**src/rtl/sfe_pkg.sv**
```systemverilog
package sfe_pkg;
    localparam int SFE_WORD_BYTES = 4;
    localparam int SFE_WORD_W     = 8 * SFE_WORD_BYTES;
    localparam int SFE_BYTE_IDX_W = $clog2(SFE_WORD_BYTES);
    localparam int SFE_BIT_IDX_W  = $clog2(SFE_WORD_W);

    typedef enum logic [1:0] {
        S_IDLE = 2'd0,
        S_LOW  = 2'd1,
        S_HIGH = 2'd2,
        S_DONE = 2'd3
    } sfe_state_e;

    // Operation code; the field positions are the software contract.
    typedef struct packed {
        logic                      cont;
        logic [SFE_BYTE_IDX_W-1:0] cnt_m1;
        logic                      dir_out;
    } sfe_op_t;
endpackage

```
**src/rtl/sfe_half_timer.sv**
```systemverilog
module sfe_half_timer #(
    parameter int HALF = 2
) (
    input  logic clk,
    input  logic rst_n,
    input  logic restart,
    output logic tick
);
    localparam int CNT_W = (HALF > 1) ? $clog2(HALF) : 1;
    localparam logic [CNT_W-1:0] LAST = CNT_W'(HALF - 1);

    logic [CNT_W-1:0] cnt_q;

    assign tick = (cnt_q == LAST) && !restart;

    always_ff @(posedge clk or negedge rst_n) begin
        if (!rst_n) begin
            cnt_q <= '0;
        end else if (restart || tick) begin
            cnt_q <= '0;
        end else begin
            cnt_q <= cnt_q + 1'b1;
        end
    end
endmodule

```
**src/rtl/sfe_rx_collect.sv**
```systemverilog
module sfe_rx_collect #(
    parameter int WORD_W = 32
) (
    input  logic                      clk,
    input  logic                      rst_n,
    input  logic                      clear,
    input  logic                      sample,
    input  logic [$clog2(WORD_W)-1:0] bit_pos,
    input  logic                      din,
    output logic [WORD_W-1:0]         word
);
    always_ff @(posedge clk or negedge rst_n) begin
        if (!rst_n) begin
            word <= '0;
        end else if (clear) begin
            word <= '0;
        end else if (sample) begin
            word[bit_pos] <= din;
        end
    end
endmodule

```
**src/rtl/sflash_byte_engine.sv**
```systemverilog
module sflash_byte_engine
    import sfe_pkg::*;
#(
    parameter int SCK_HALF = 2
) (
    input  logic        clk,
    input  logic        rst_n,
    input  logic        data_wr,
    input  logic [31:0] data_wdata,
    input  logic        op_wr,
    input  logic [3:0]  op_cmd,
    output logic [31:0] data_rdata,
    output logic        busy,
    output logic        spi_sck,
    output logic        spi_cs_n,
    output logic        spi_mosi,
    input  logic        spi_miso
);
    localparam logic [2:0] TOP_BIT = 3'd7;

    sfe_state_e                state_q, state_d;
    sfe_op_t                   op_q;
    logic [SFE_BYTE_IDX_W-1:0] byte_q;
    logic [2:0]                bit_q;
    logic                      cs_hold_q;
    logic [SFE_WORD_W-1:0]     data_q;
    logic [SFE_WORD_W-1:0]     rx_word;
    logic                      tick;
    logic                      last_bit;
    logic                      start;
    logic [SFE_BIT_IDX_W-1:0]  bit_pos;

    assign start    = (state_q == S_IDLE) && op_wr;
    assign last_bit = (byte_q == op_q.cnt_m1) && (bit_q == 3'd0);
    assign bit_pos  = {byte_q, bit_q};

    sfe_half_timer #(.HALF(SCK_HALF)) i_timer (
        .clk     (clk),
        .rst_n   (rst_n),
        .restart ((state_q == S_IDLE) || (state_q == S_DONE)),
        .tick    (tick)
    );

    sfe_rx_collect #(.WORD_W(SFE_WORD_W)) i_rx (
        .clk     (clk),
        .rst_n   (rst_n),
        .clear   (start),
        .sample  ((state_q == S_LOW) && tick && !op_q.dir_out),
        .bit_pos (bit_pos),
        .din     (spi_miso),
        .word    (rx_word)
    );

    // Next-state logic
    always_comb begin
        state_d = state_q;
        unique case (state_q)
            S_IDLE: if (op_wr) state_d = S_LOW;
            S_LOW:  if (tick)  state_d = S_HIGH;
            S_HIGH: if (tick)  state_d = last_bit ? S_DONE : S_LOW;
            S_DONE: state_d = S_IDLE;
            default: state_d = S_IDLE;
        endcase
    end

    // State register
    always_ff @(posedge clk or negedge rst_n) begin
        if (!rst_n) state_q <= S_IDLE;
        else        state_q <= state_d;
    end

    // Operation, bit position, chip-select hold and data word
    always_ff @(posedge clk or negedge rst_n) begin
        if (!rst_n) begin
            op_q      <= '0;
            byte_q    <= '0;
            bit_q     <= TOP_BIT;
            cs_hold_q <= 1'b0;
            data_q    <= '0;
        end else begin
            if (state_q == S_IDLE && data_wr) begin
                data_q <= data_wdata;
            end
            if (start) begin
                op_q      <= sfe_op_t'(op_cmd);
                byte_q    <= '0;
                bit_q     <= TOP_BIT;
                cs_hold_q <= 1'b1;
            end
            if (state_q == S_HIGH && tick && !last_bit) begin
                if (bit_q == 3'd0) begin
                    bit_q  <= TOP_BIT;
                    byte_q <= byte_q + 1'b1;
                end else begin
                    bit_q <= bit_q - 1'b1;
                end
            end
            if (state_q == S_DONE) begin
                cs_hold_q <= op_q.cont;
                if (!op_q.dir_out) data_q <= rx_word;
            end
        end
    end

    // Outputs
    always_comb begin
        busy       = (state_q != S_IDLE);
        spi_sck    = (state_q == S_HIGH);
        spi_cs_n   = !(busy || cs_hold_q);
        spi_mosi   = op_q.dir_out && busy && data_q[bit_pos];
        data_rdata = data_q;
    end

    a_r5_cs_low_while_busy: assert property (@(posedge clk) disable iff (!rst_n)
        busy |-> !spi_cs_n);
    a_r3_sck_low_when_idle: assert property (@(posedge clk) disable iff (!rst_n)
        !busy |-> !spi_sck);
    a_r6_start_needs_request: assert property (@(posedge clk) disable iff (!rst_n)
        $rose(busy) |-> $past(op_wr));
    a_r4_data_frozen: assert property (@(posedge clk) disable iff (!rst_n)
        (busy && state_q != S_DONE) |=> $stable(data_rdata));
    a_r3_mosi_stable_high: assert property (@(posedge clk) disable iff (!rst_n)
        (spi_sck && $past(spi_sck)) |-> $stable(spi_mosi));
endmodule

```
**config.mk**
```make
export PLATFORM = sky130hd
export DESIGN_NAME = sflash_byte_engine
export DESIGN_NICKNAME = d
export VERILOG_FILES = /design/src/rtl/sfe_pkg.sv /design/src/rtl/sfe_half_timer.sv /design/src/rtl/sfe_rx_collect.sv /design/src/rtl/sflash_byte_engine.sv
export SDC_FILE = /design/constraint.sdc
export NUM_CORES = 1
export LEC_CHECK = 0
export ABC_AREA = 0
export CORE_AREA = 2 2 83 104
export DETAILED_ROUTE_END_ITERATION = 8
export DIE_AREA = 0 0 85 106
export GPL_ROUTABILITY_DRIVEN = 0
export GPL_TIMING_DRIVEN = 0
export PLACE_DENSITY = 0.78
export SLEW_MARGIN = 40
export SYNTH_ARGS = -nofsm -noshare
export SYNTH_HDL_FRONTEND = slang
export SYNTH_SLANG_ARGS = --single-unit
```
**constraint.sdc**
```tcl
create_clock -name clk -period 2.8 [get_ports clk]
set_input_delay 0.84 -clock clk [delete_from_list [all_inputs] [get_ports clk]]
set_output_delay 0.84 -clock clk [all_outputs]
set_load 0.005 [all_outputs]
```
==> impl_results.md, run 1 <==
* Status: finished with violations
* Failing checks: setup timing
* Portion of netlist area occupied by mux cells at 15.1%
* Register-to-Register Path Depth at 8
* Number of standard cells in the final layout excluding fillers at 610
* Worst-Skew Late Latency at 370 ps
* Largest family of logic cells by synthesized area: simple AND/OR/NAND/NOR gates
* Cts bufs inserted at 9
* Post-synth EDFFs at 0
* Cell total after placement at a little under 600
* CTS root buf: clkbuf_8
* Final Max Slew Viols at 0
* Initial core utilization at roughly half
* Setup crit start: bit_q[0]$_DFFE_PN1P_
* Max stage delay cell, worst path: dfstp_2
* Die W at between 80 and 90 um
* Clock Tree Buf Depth at 2
* Clock slew at reported path FFs at 80 ps
* Synth Instances at 414
* WP data required at 1960 ps
* Final Cycle Share at 112%
* Grt total ovfl at 0
* Via count at 3559
* Last element of the critical path: spi_mosi
* Synth unique cells at 33
* Placed instance area at between 4000 and 5000 sq um
* Vias per inst at 5.83
* Filler cells at 668
* Final nets at 563
* Row cnt at 37
* Relative slew slack at 65.3%
* First-pass GRT wire length at 17.5 mm
* Crit path max-delay family: multiplexers
* Critical path's largest stage delay at 550 ps
* Fin crit period at 3120 ps
* Setup Skew at around 9.7 ps
* Core area at 8100 sq um
* Crit-path cells: buf_8, mux4_2, mux2i_2, mux2i_1, o211a_1, buf_2
* Max Fclk at 320 MHz
* Total Routing Usage GR at 25.1%
* Die height at 106 um
* Reg2reg end: byte_q[1]$_DFF_PN0_
* ANT cells at 0
* PD cells at just under 900 nW/um^2
* CTS tree: done
* 1st-iter DRT viols at 296
* Adder-cell share of the synthesized area at 4.30%
* Crit path buf inv count at 2
* Number of global-route vias before repair at 3538
* RSZ-0062 raised after global routing: true
* Layout cells sized above 1 at 10.3%
* Synth warn at 0
* Startpoint Class: register
* First-pass DRT Iterations at 7
* Simple-Gate Fraction of Synth Area at 15.5%
* Post-route ant nets at 0
* Most frequent cells in the layout: 74 x dfrtp_1, 74 x clkdlybuf4s50_1, 61 x nand2_1
* Reg2reg start: bit_q[0]$_DFFE_PN1P_
* Routed Wire Length at 10.8 mm
* Top_reg_cell synth: dfrtp_1
* Sequential-to-total area share from yosys stat at 47.4%
* Initial antenna violation count at 0
* # clock sinks at 77
* CP arrival at about 2300 ps
* Mapped Nets at 469
* R2R Setup Slk at ~460 ps
* Pleak at 0.00234 uW
* Max VDD drop at 0.453 mV
* Finished Cell Area at 5250 sq um
* Worst min path class: in -> async
* Syn Area/Cell at 9.83 sq um
* Crit. path cell count at 6
* Port Buffers at 76
* Synth Register Bits at 77
* Compound-gate portion of the synthesized area at 12.6%
* Max Cap Violations at 0
* Die Area at 9010 sq um
* Remaining DRCs at 0
* Endpoints failing hold at 0
* Final setup vio count at 1
* Post-synth ARST share at 100%
* Worst slew pin tran at ~520 ps
* IO Count at 77
* H-tree levels at 3
* Area Growth Syn to Fin at 29.1%
* Final worst slack at -325 ps
* Post-synthesis xor/xnor area fraction at 0.430%
* Synth Cell Area at 4070 sq um
* Critical path type: reg -> out
* DP HPWL at 7.93 mm
* Routed len/inst at 17.7 um
* Crit path max fanout at 7
* Post-CTS Hold Fix Bufs at 0
* Largest net degree at the start of global routing at 40
* CP Capture Type: output port
[cell families (layout without fill, tap and decap cells)]
| group | Yosys count | after routing |
|---|---|---|
| xor+xnor | 2 | 2 |
| compound gates | 96 | 96 |
| fa+ha+maj | 14 | 14 |
| simple gates | 133 | 133 |
| mux | 49 | 49 |
| buf+inv | 43 | 142 |
| flops | 77 | 77 |
[area by class of cell]
cell class / instances / area, sq um / area share (%)
multi-input cells: 294 / 1950 / 37.1
inverters: 10 / 37.5 / 0.715
well taps: 97 / 121 / 2.31
repair buffers: 83 / 822 / 15.7
plain buffers: 33 / 168 / 3.19
clock buffers: 11 / 141 / 2.69
clock inverters: 5 / 83.8 / 1.60
flip-flops and latches: 77 / 1930 / 36.8
[flip-flops by register name, indices dropped and copies added, names as in the netlist]
register,count
bit_q,3
state_q,2
byte_q,2
cs_hold_q,1
i_timer.cnt_q,1
i_rx.word,32
data_rdata,32
op_q,4
[cells in the mapped netlist (all sizes together) (2+ instances only)]
library cell	number	area [sq um]
nand2	61	229
nand4	18	113
nor3	3	15.0
mux2i	37	370
o21ai	53	265
inv	10	37.5
mux2	4	45.0
nor2b	7	43.8
nand3	33	165
nor2	4	15.0
mux4	8	199
xnor2	2	17.5
buf	13	77.6
ha	14	175
clkbuf	20	75.1
dfrtp	74	1850
and2	5	31.3
dfstp	3	78.8
a21oi	35	175
a31oi	2	18.8
[worst min path at each step]
stage	start	to	slack, ps	cells past startpoint
final	rst_n	op_q[3]$_DFFE_PN0P_	370	1
after floorplan	op_q[3]$_DFFE_PN0P_	cs_hold_q$_DFFE_PN0P_	450	2
after CTS	rst_n	op_q[3]$_DFFE_PN0P_	380	1
after detailed placement	i_rx.word[12]$_DFFE_PN0P_	data_rdata[12]$_DFF_PN0_	480	2
after global placement	i_rx.word[12]$_DFFE_PN0P_	data_rdata[12]$_DFF_PN0_	470	2
after global routing	rst_n	op_q[2]$_DFFE_PN0P_	400	1
[per-stage QoR]
step / hold WS (ps) / setup TNS (ps) / setup slack [ps] / util [%] / total power, uW
after floorplan: 452 / 0 / 355 / - / 2740
after global placement: 466 / -127390 / -1690 / 61.1 / 3570
after detailed placement: 478 / -378 / -378 / 61.4 / 3650
after CTS: 376 / -351 / -351 / 64.4 / 4660
after global routing: 397 / -389 / -389 / 64.8 / 4950
final: 368 / -325 / -325 / 64.8 / 4670
[layer usage]
metal  routed length (um)  global-route usage, %
met5                    0                      0
met4                  267                   10.4
met3                  664                   5.05
met2                 5470                   42.1
met1                 4370                   31.6
[where the power goes]
group	internal, uW	total (uW)	switching [uW]
sequential	1420	1650	230
clock	528	958	430
combinational	1080	2060	980
total	3030	4670	1640
[repair_timing]
item / CTS / global route
endpoints found under the setup margin: 1 / 2
pin swaps: 1 / 1
buffers inserted: 2 / 4
gates resized for setup: 13 / 1
Note: power is estimated with default switching activity, not from simulation.
==> inputs of run 2 (changes only) <==
--- a/config.mk
+++ b/config.mk
@@ -11,7 +11,7 @@
 export DIE_AREA = 0 0 85 106
 export GPL_ROUTABILITY_DRIVEN = 0
 export GPL_TIMING_DRIVEN = 0
-export PLACE_DENSITY = 0.78
+export PLACE_DENSITY = 0.8
 export SLEW_MARGIN = 40
 export SYNTH_ARGS = -nofsm -noshare
 export SYNTH_HDL_FRONTEND = slang
==> impl_results.md, run 2 (synthesized netlist as in run 1, its figures left out) <==
* Failing checks: setup timing
* RSZ-0062 raised after global routing: true
* CTS tree: done
* Final setup vio count at 1
* H-tree levels at 3
* Worst min path class: in -> async
* Cts bufs inserted at 9
* Most frequent cells in the layout: 74 x dfrtp_1, 74 x clkdlybuf4s50_1, 61 x nand2_1
* ANT cells at 0
* Setup crit start: bit_q[0]$_DFFE_PN1P_
* Max Fclk at 322 MHz
* Max VDD drop at 0.534 mV
* Number of standard cells in the final layout excluding fillers at 609
* DP HPWL at between 7 and 8 mm
* Via count at 3590
* Total Routing Usage GR at roughly a quarter
* Sum of negative setup slack at -304 ps
* Routed len/inst at between 15 and 20 um
* Status: finished with violations
* Die W at 85 um
* Pleak at roughly 0.0023 uW
* Max Cap Violations at 0
* PD cells at 893 nW/um^2
* Routed Wire Length at 10.9 mm
* Port Buffers at 76
* Initial core utilization at 50.2%
* Vias per inst at between 5 and 6
* Reg2reg end: byte_q[1]$_DFF_PN0_
* Die Area at 9010 sq um
* Register-to-Register Path Depth at 8
* CP arrival at 2260 ps
* Layout cells sized above 1 at 10.2%
* Worst slew pin tran at 523 ps
* IO Count at 77
* Final worst slack at -304 ps
* Area Growth Syn to Fin at 29.0%
* Fin crit period at 3100 ps
* Clock slew at reported path FFs at 70 ps
* First-pass DRT Iterations at 5
* Post-CTS Hold Fix Bufs at 0
* CTS root buf: clkbuf_8
* Initial antenna violation count at 0
* Critical path type: reg -> out
* Final Max Slew Viols at 0
* Relative slew slack at 65.1%
* First-pass GRT wire length at 17.7 mm
* Setup Skew at 6.84 ps
* Core area at 8100 sq um
* R2R Setup Slk at around 400 ps
* # clock sinks at 77
* Number of global-route vias before repair at between 3000 and 4000
* Endpoints failing hold at 0
* Startpoint Class: register
* Largest net degree at the start of global routing at 41
* Worst-Skew Late Latency at 360 ps
* Clock Tree Buf Depth at 2
* Cell total after placement at between 500 and 600
* Row cnt at 37
* Die height at about 110 um
* Remaining DRCs at 0
* Final nets at 562
* Crit path max fanout at 7
* Grt total ovfl at 0
* WP data required at just under 2000 ps
* 1st-iter DRT viols at approximately 360
* Final Cycle Share at 111%
* Post-route ant nets at 0
* CP Capture Type: output port
* Reg2reg start: bit_q[0]$_DFFE_PN1P_
-- run 2: cell count changes in the layout (fill, tap and decap cells not counted) --
cell / previous run / this run
buf_4: 7 / 5
buf_12: 2 / 3
clkbuf_1: 21 / 22
clkbuf_8: 10 / 9
clkinv_4: 1 / 0
inv_6: 0 / 1
mux2i_1: 35 / 34
mux2i_2: 2 / 3
-- run 2: how the worst max path moves through the flow --
stage	endpoint	cells past startpoint
floorplan	spi_mosi	5
global placement	data_rdata[31]$_DFF_PN0_	1
detailed placement	spi_mosi	6
CTS	spi_mosi	6
global route	spi_mosi	6
finish	spi_mosi	6
-- run 2: routing by layer --
layer / track usage [%] / routed length (um) / part of all wire, % / vias up
li1: - / - / - / 1655
met1: 31.0 / 4250 / 39 / 1732
met4: 12.9 / 491 / 4.5 / 0
met2: 43.0 / 5510 / 50 / 167
met3: 3.96 / 673 / 6.2 / 36
met5: 0 / 0 / 0 / -
-- run 2: where the power goes --
group | internal [uW] | switching (uW)
combinational | 1100 | 1010
clock | 506 | 414
sequential | 1420 | 238
-- run 2: final cells by class --
class | instances | area, sq um
fillers | 622 | 2850
flip-flops and latches | 77 | 1930
repair buffers | 82 | 827
clock buffers | 11 | 131
multi-input cells | 294 | 1950
well taps | 97 | 121
clock inverters | 5 | 83.8
plain buffers | 33 | 168
inverters | 10 | 37.5
-- run 2: worst max-delay path, cell delays in order (launching register included) --
cell,delay [ps]
dfstp_2,550
buf_8,150
mux4_2,520
mux2i_2,220
mux2i_1,110
o211a_1,240
buf_2,130
-- run 2: metrics by stage --
step           hold slack (ps)  power [uW]  worst slack, ps  cell area [sq um]  utilization (%)
3_3_place_gp               467        3560            -1630               4950             61.1
4_1_cts                    386        4680             -327               5240             64.6
2_1_floorplan              452        2740              355               4070                -
6_report                   378        4690             -304               5250             64.8
3_5_place_dp               473        3650             -370               4970             61.4
5_1_grt                    400        4970             -372               5250             64.8
-- run 2: repair_timing --
| item | CTS | global route |
|---|---|---|
| buffers inserted | 4 | 1 |
| pin swaps | 1 | 1 |
| gates resized for setup | 13 | 2 |
| setup endpoints to repair | 1 | 2 |
==> inputs of run 3 (changes only) <==
--- a/config.mk
+++ b/config.mk
@@ -11,7 +11,7 @@
 export DIE_AREA = 0 0 85 106
 export GPL_ROUTABILITY_DRIVEN = 0
 export GPL_TIMING_DRIVEN = 0
-export PLACE_DENSITY = 0.8
+export PLACE_DENSITY = 0.83
 export SLEW_MARGIN = 40
 export SYNTH_ARGS = -nofsm -noshare
 export SYNTH_HDL_FRONTEND = slang
==> impl_results.md, run 3 (synthesized netlist as in run 1, its figures left out) <==
* Status: finished with violations
* Failing checks: setup timing
* Grt total ovfl at 0
* Post-route ant nets at 0
* Row cnt at 37
* Number of global-route vias before repair at 3622
* Remaining DRCs at 0
* Final worst slack at -316 ps
* Critical path type: reg -> out
* Total Routing Usage GR at 25.6%
* Routed len/inst at approximately 18 um
* Port Buffers at 76
* Reg2reg start: bit_q[0]$_DFFE_PN1P_
* H-tree levels at 3
* Worst-Skew Late Latency at 370 ps
* Die W at around 85 um
* CP arrival at 2280 ps
* First-pass DRT Iterations at 5
* Clock Tree Buf Depth at 2
* Relative slew slack at 63.8%
* CTS root buf: clkbuf_8
* Pleak at 0.00233 uW
* R2R Setup Slk at 360 ps
* Reg2reg end: byte_q[1]$_DFF_PN0_
* Final nets at 562
* Initial core utilization at 50.2%
* Routed Wire Length at ~11 mm
* Layout cells sized above 1 at a little over 10%
* Register-to-Register Path Depth at 8
* Cts bufs inserted at 9
* Die height at around 110 um
* Crit path max fanout at 6
* RSZ-0062 raised after global routing: true
* Worst min path class: in -> async
* Max VDD drop at 0.450 mV
* IO Count at slightly below 80
* Area Growth Syn to Fin at 28.1%
* Most frequent cells in the layout: 74 x dfrtp_1, 74 x clkdlybuf4s50_1, 61 x nand2_1
* Die Area at 9010 sq um
* CP Capture Type: output port
* # clock sinks at 77
* 1st-iter DRT viols at 351
* Via count at 3636
* Setup Skew at about 13 ps
* Max Cap Violations at 0
* Total power at 4550 uW
* Max Fclk at around 320 MHz
* Final Cycle Share at 111%
* Sequential cell area at slightly below 2000 sq um
* Fin crit period at 3120 ps
* Area of the multi-input gates at 1950 sq um
* Vias per inst at roughly 6.0
* First-pass GRT wire length at around 18 mm
* DP HPWL at 7.89 mm
* CTS tree: done
* Final Max Slew Viols at 0
* Startpoint Class: register
* Initial antenna violation count at 0
* Endpoints failing hold at 0
* Filler cells at 624
* Final setup vio count at 1
* Sum of negative setup slack at -316 ps
* Worst slew pin tran at ~540 ps
* Core area at 8100 sq um
* ANT cells at 0
* Fin util at 64.4%
* Largest net degree at the start of global routing at 40
* PD cells at 873 nW/um^2
* Clock slew at reported path FFs at 80 ps
* WP data required at around 2000 ps
## run 3: cell count changes in the layout (fill, tap and decap cells not counted)
cell	previous run	this run
bufinv_16	2	0
clkbuf_1	22	20
clkbuf_8	9	11
clkinv_2	0	2
ha_1	13	14
ha_2	1	0
mux2i_1	34	35
mux2i_2	3	2
## run 3: stage by stage
step           area [sq um]  hold WS (ps)  setup slack, ps  instances
4_1_cts                5220           374             -336        609
5_1_grt                5220           388             -355        609
2_1_floorplan          4070           452              355        414
3_3_place_gp           4950           468            -1670        587
3_5_place_dp           4970           470             -393        588
6_report               5220           358             -316        609
## run 3: per-layer routing
metal / share of wire (%) / GRT usage, % / vias up
met3: 6.6 / 3.57 / 32
li1: - / - / 1659
met2: 50 / 41.2 / 169
met4: 3.5 / 12.9 / 0
met5: 0 / 0 / -
met1: 40 / 33.7 / 1776
## run 3: repair_timing
item                       in CTS  in global routing
hold buffers                    0                  0
buffers inserted                5                  0
pin swaps                       1                  1
resized for setup              13                  0
setup endpoints to repair       1                  1
cloned                          0                  0
## run 3: final cells by class
type                    count  share of cell area, %
multi-input cells         294                   37.3
flip-flops and latches     77                   37.0
repair buffers             82                   15.9
plain buffers              33                   3.21
clock buffers              11                   2.90
well taps                  97                   2.33
inverters                  10                  0.720
clock inverters             5                  0.648
## run 3: worst max-delay path, cell delays in order (launching register included)
cell	delay, ps
dfstp_2	550
buf_8	150
mux4_2	530
mux2i_2	200
mux2i_1	110
o211a_1	240
buf_2	130
## run 3: power breakdown
group	switching, uW	internal [uW]
sequential	236	1420
combinational	1010	1100
clock	421	370
total	1670	2890
## run 3: worst max-delay path by stage
stage	start	to	slack [ps]	cells after the start
4_1_cts	bit_q[0]$_DFFE_PN1P_	spi_mosi	-340	6
6_report	bit_q[0]$_DFFE_PN1P_	spi_mosi	-320	6
3_5_place_dp	bit_q[1]$_DFFE_PN1P_	spi_mosi	-390	6
5_1_grt	bit_q[0]$_DFFE_PN1P_	spi_mosi	-350	6
3_3_place_gp	rst_n	data_rdata[28]$_DFF_PN0_	-1670	1
2_1_floorplan	bit_q[1]$_DFFE_PN1P_	spi_mosi	350	5
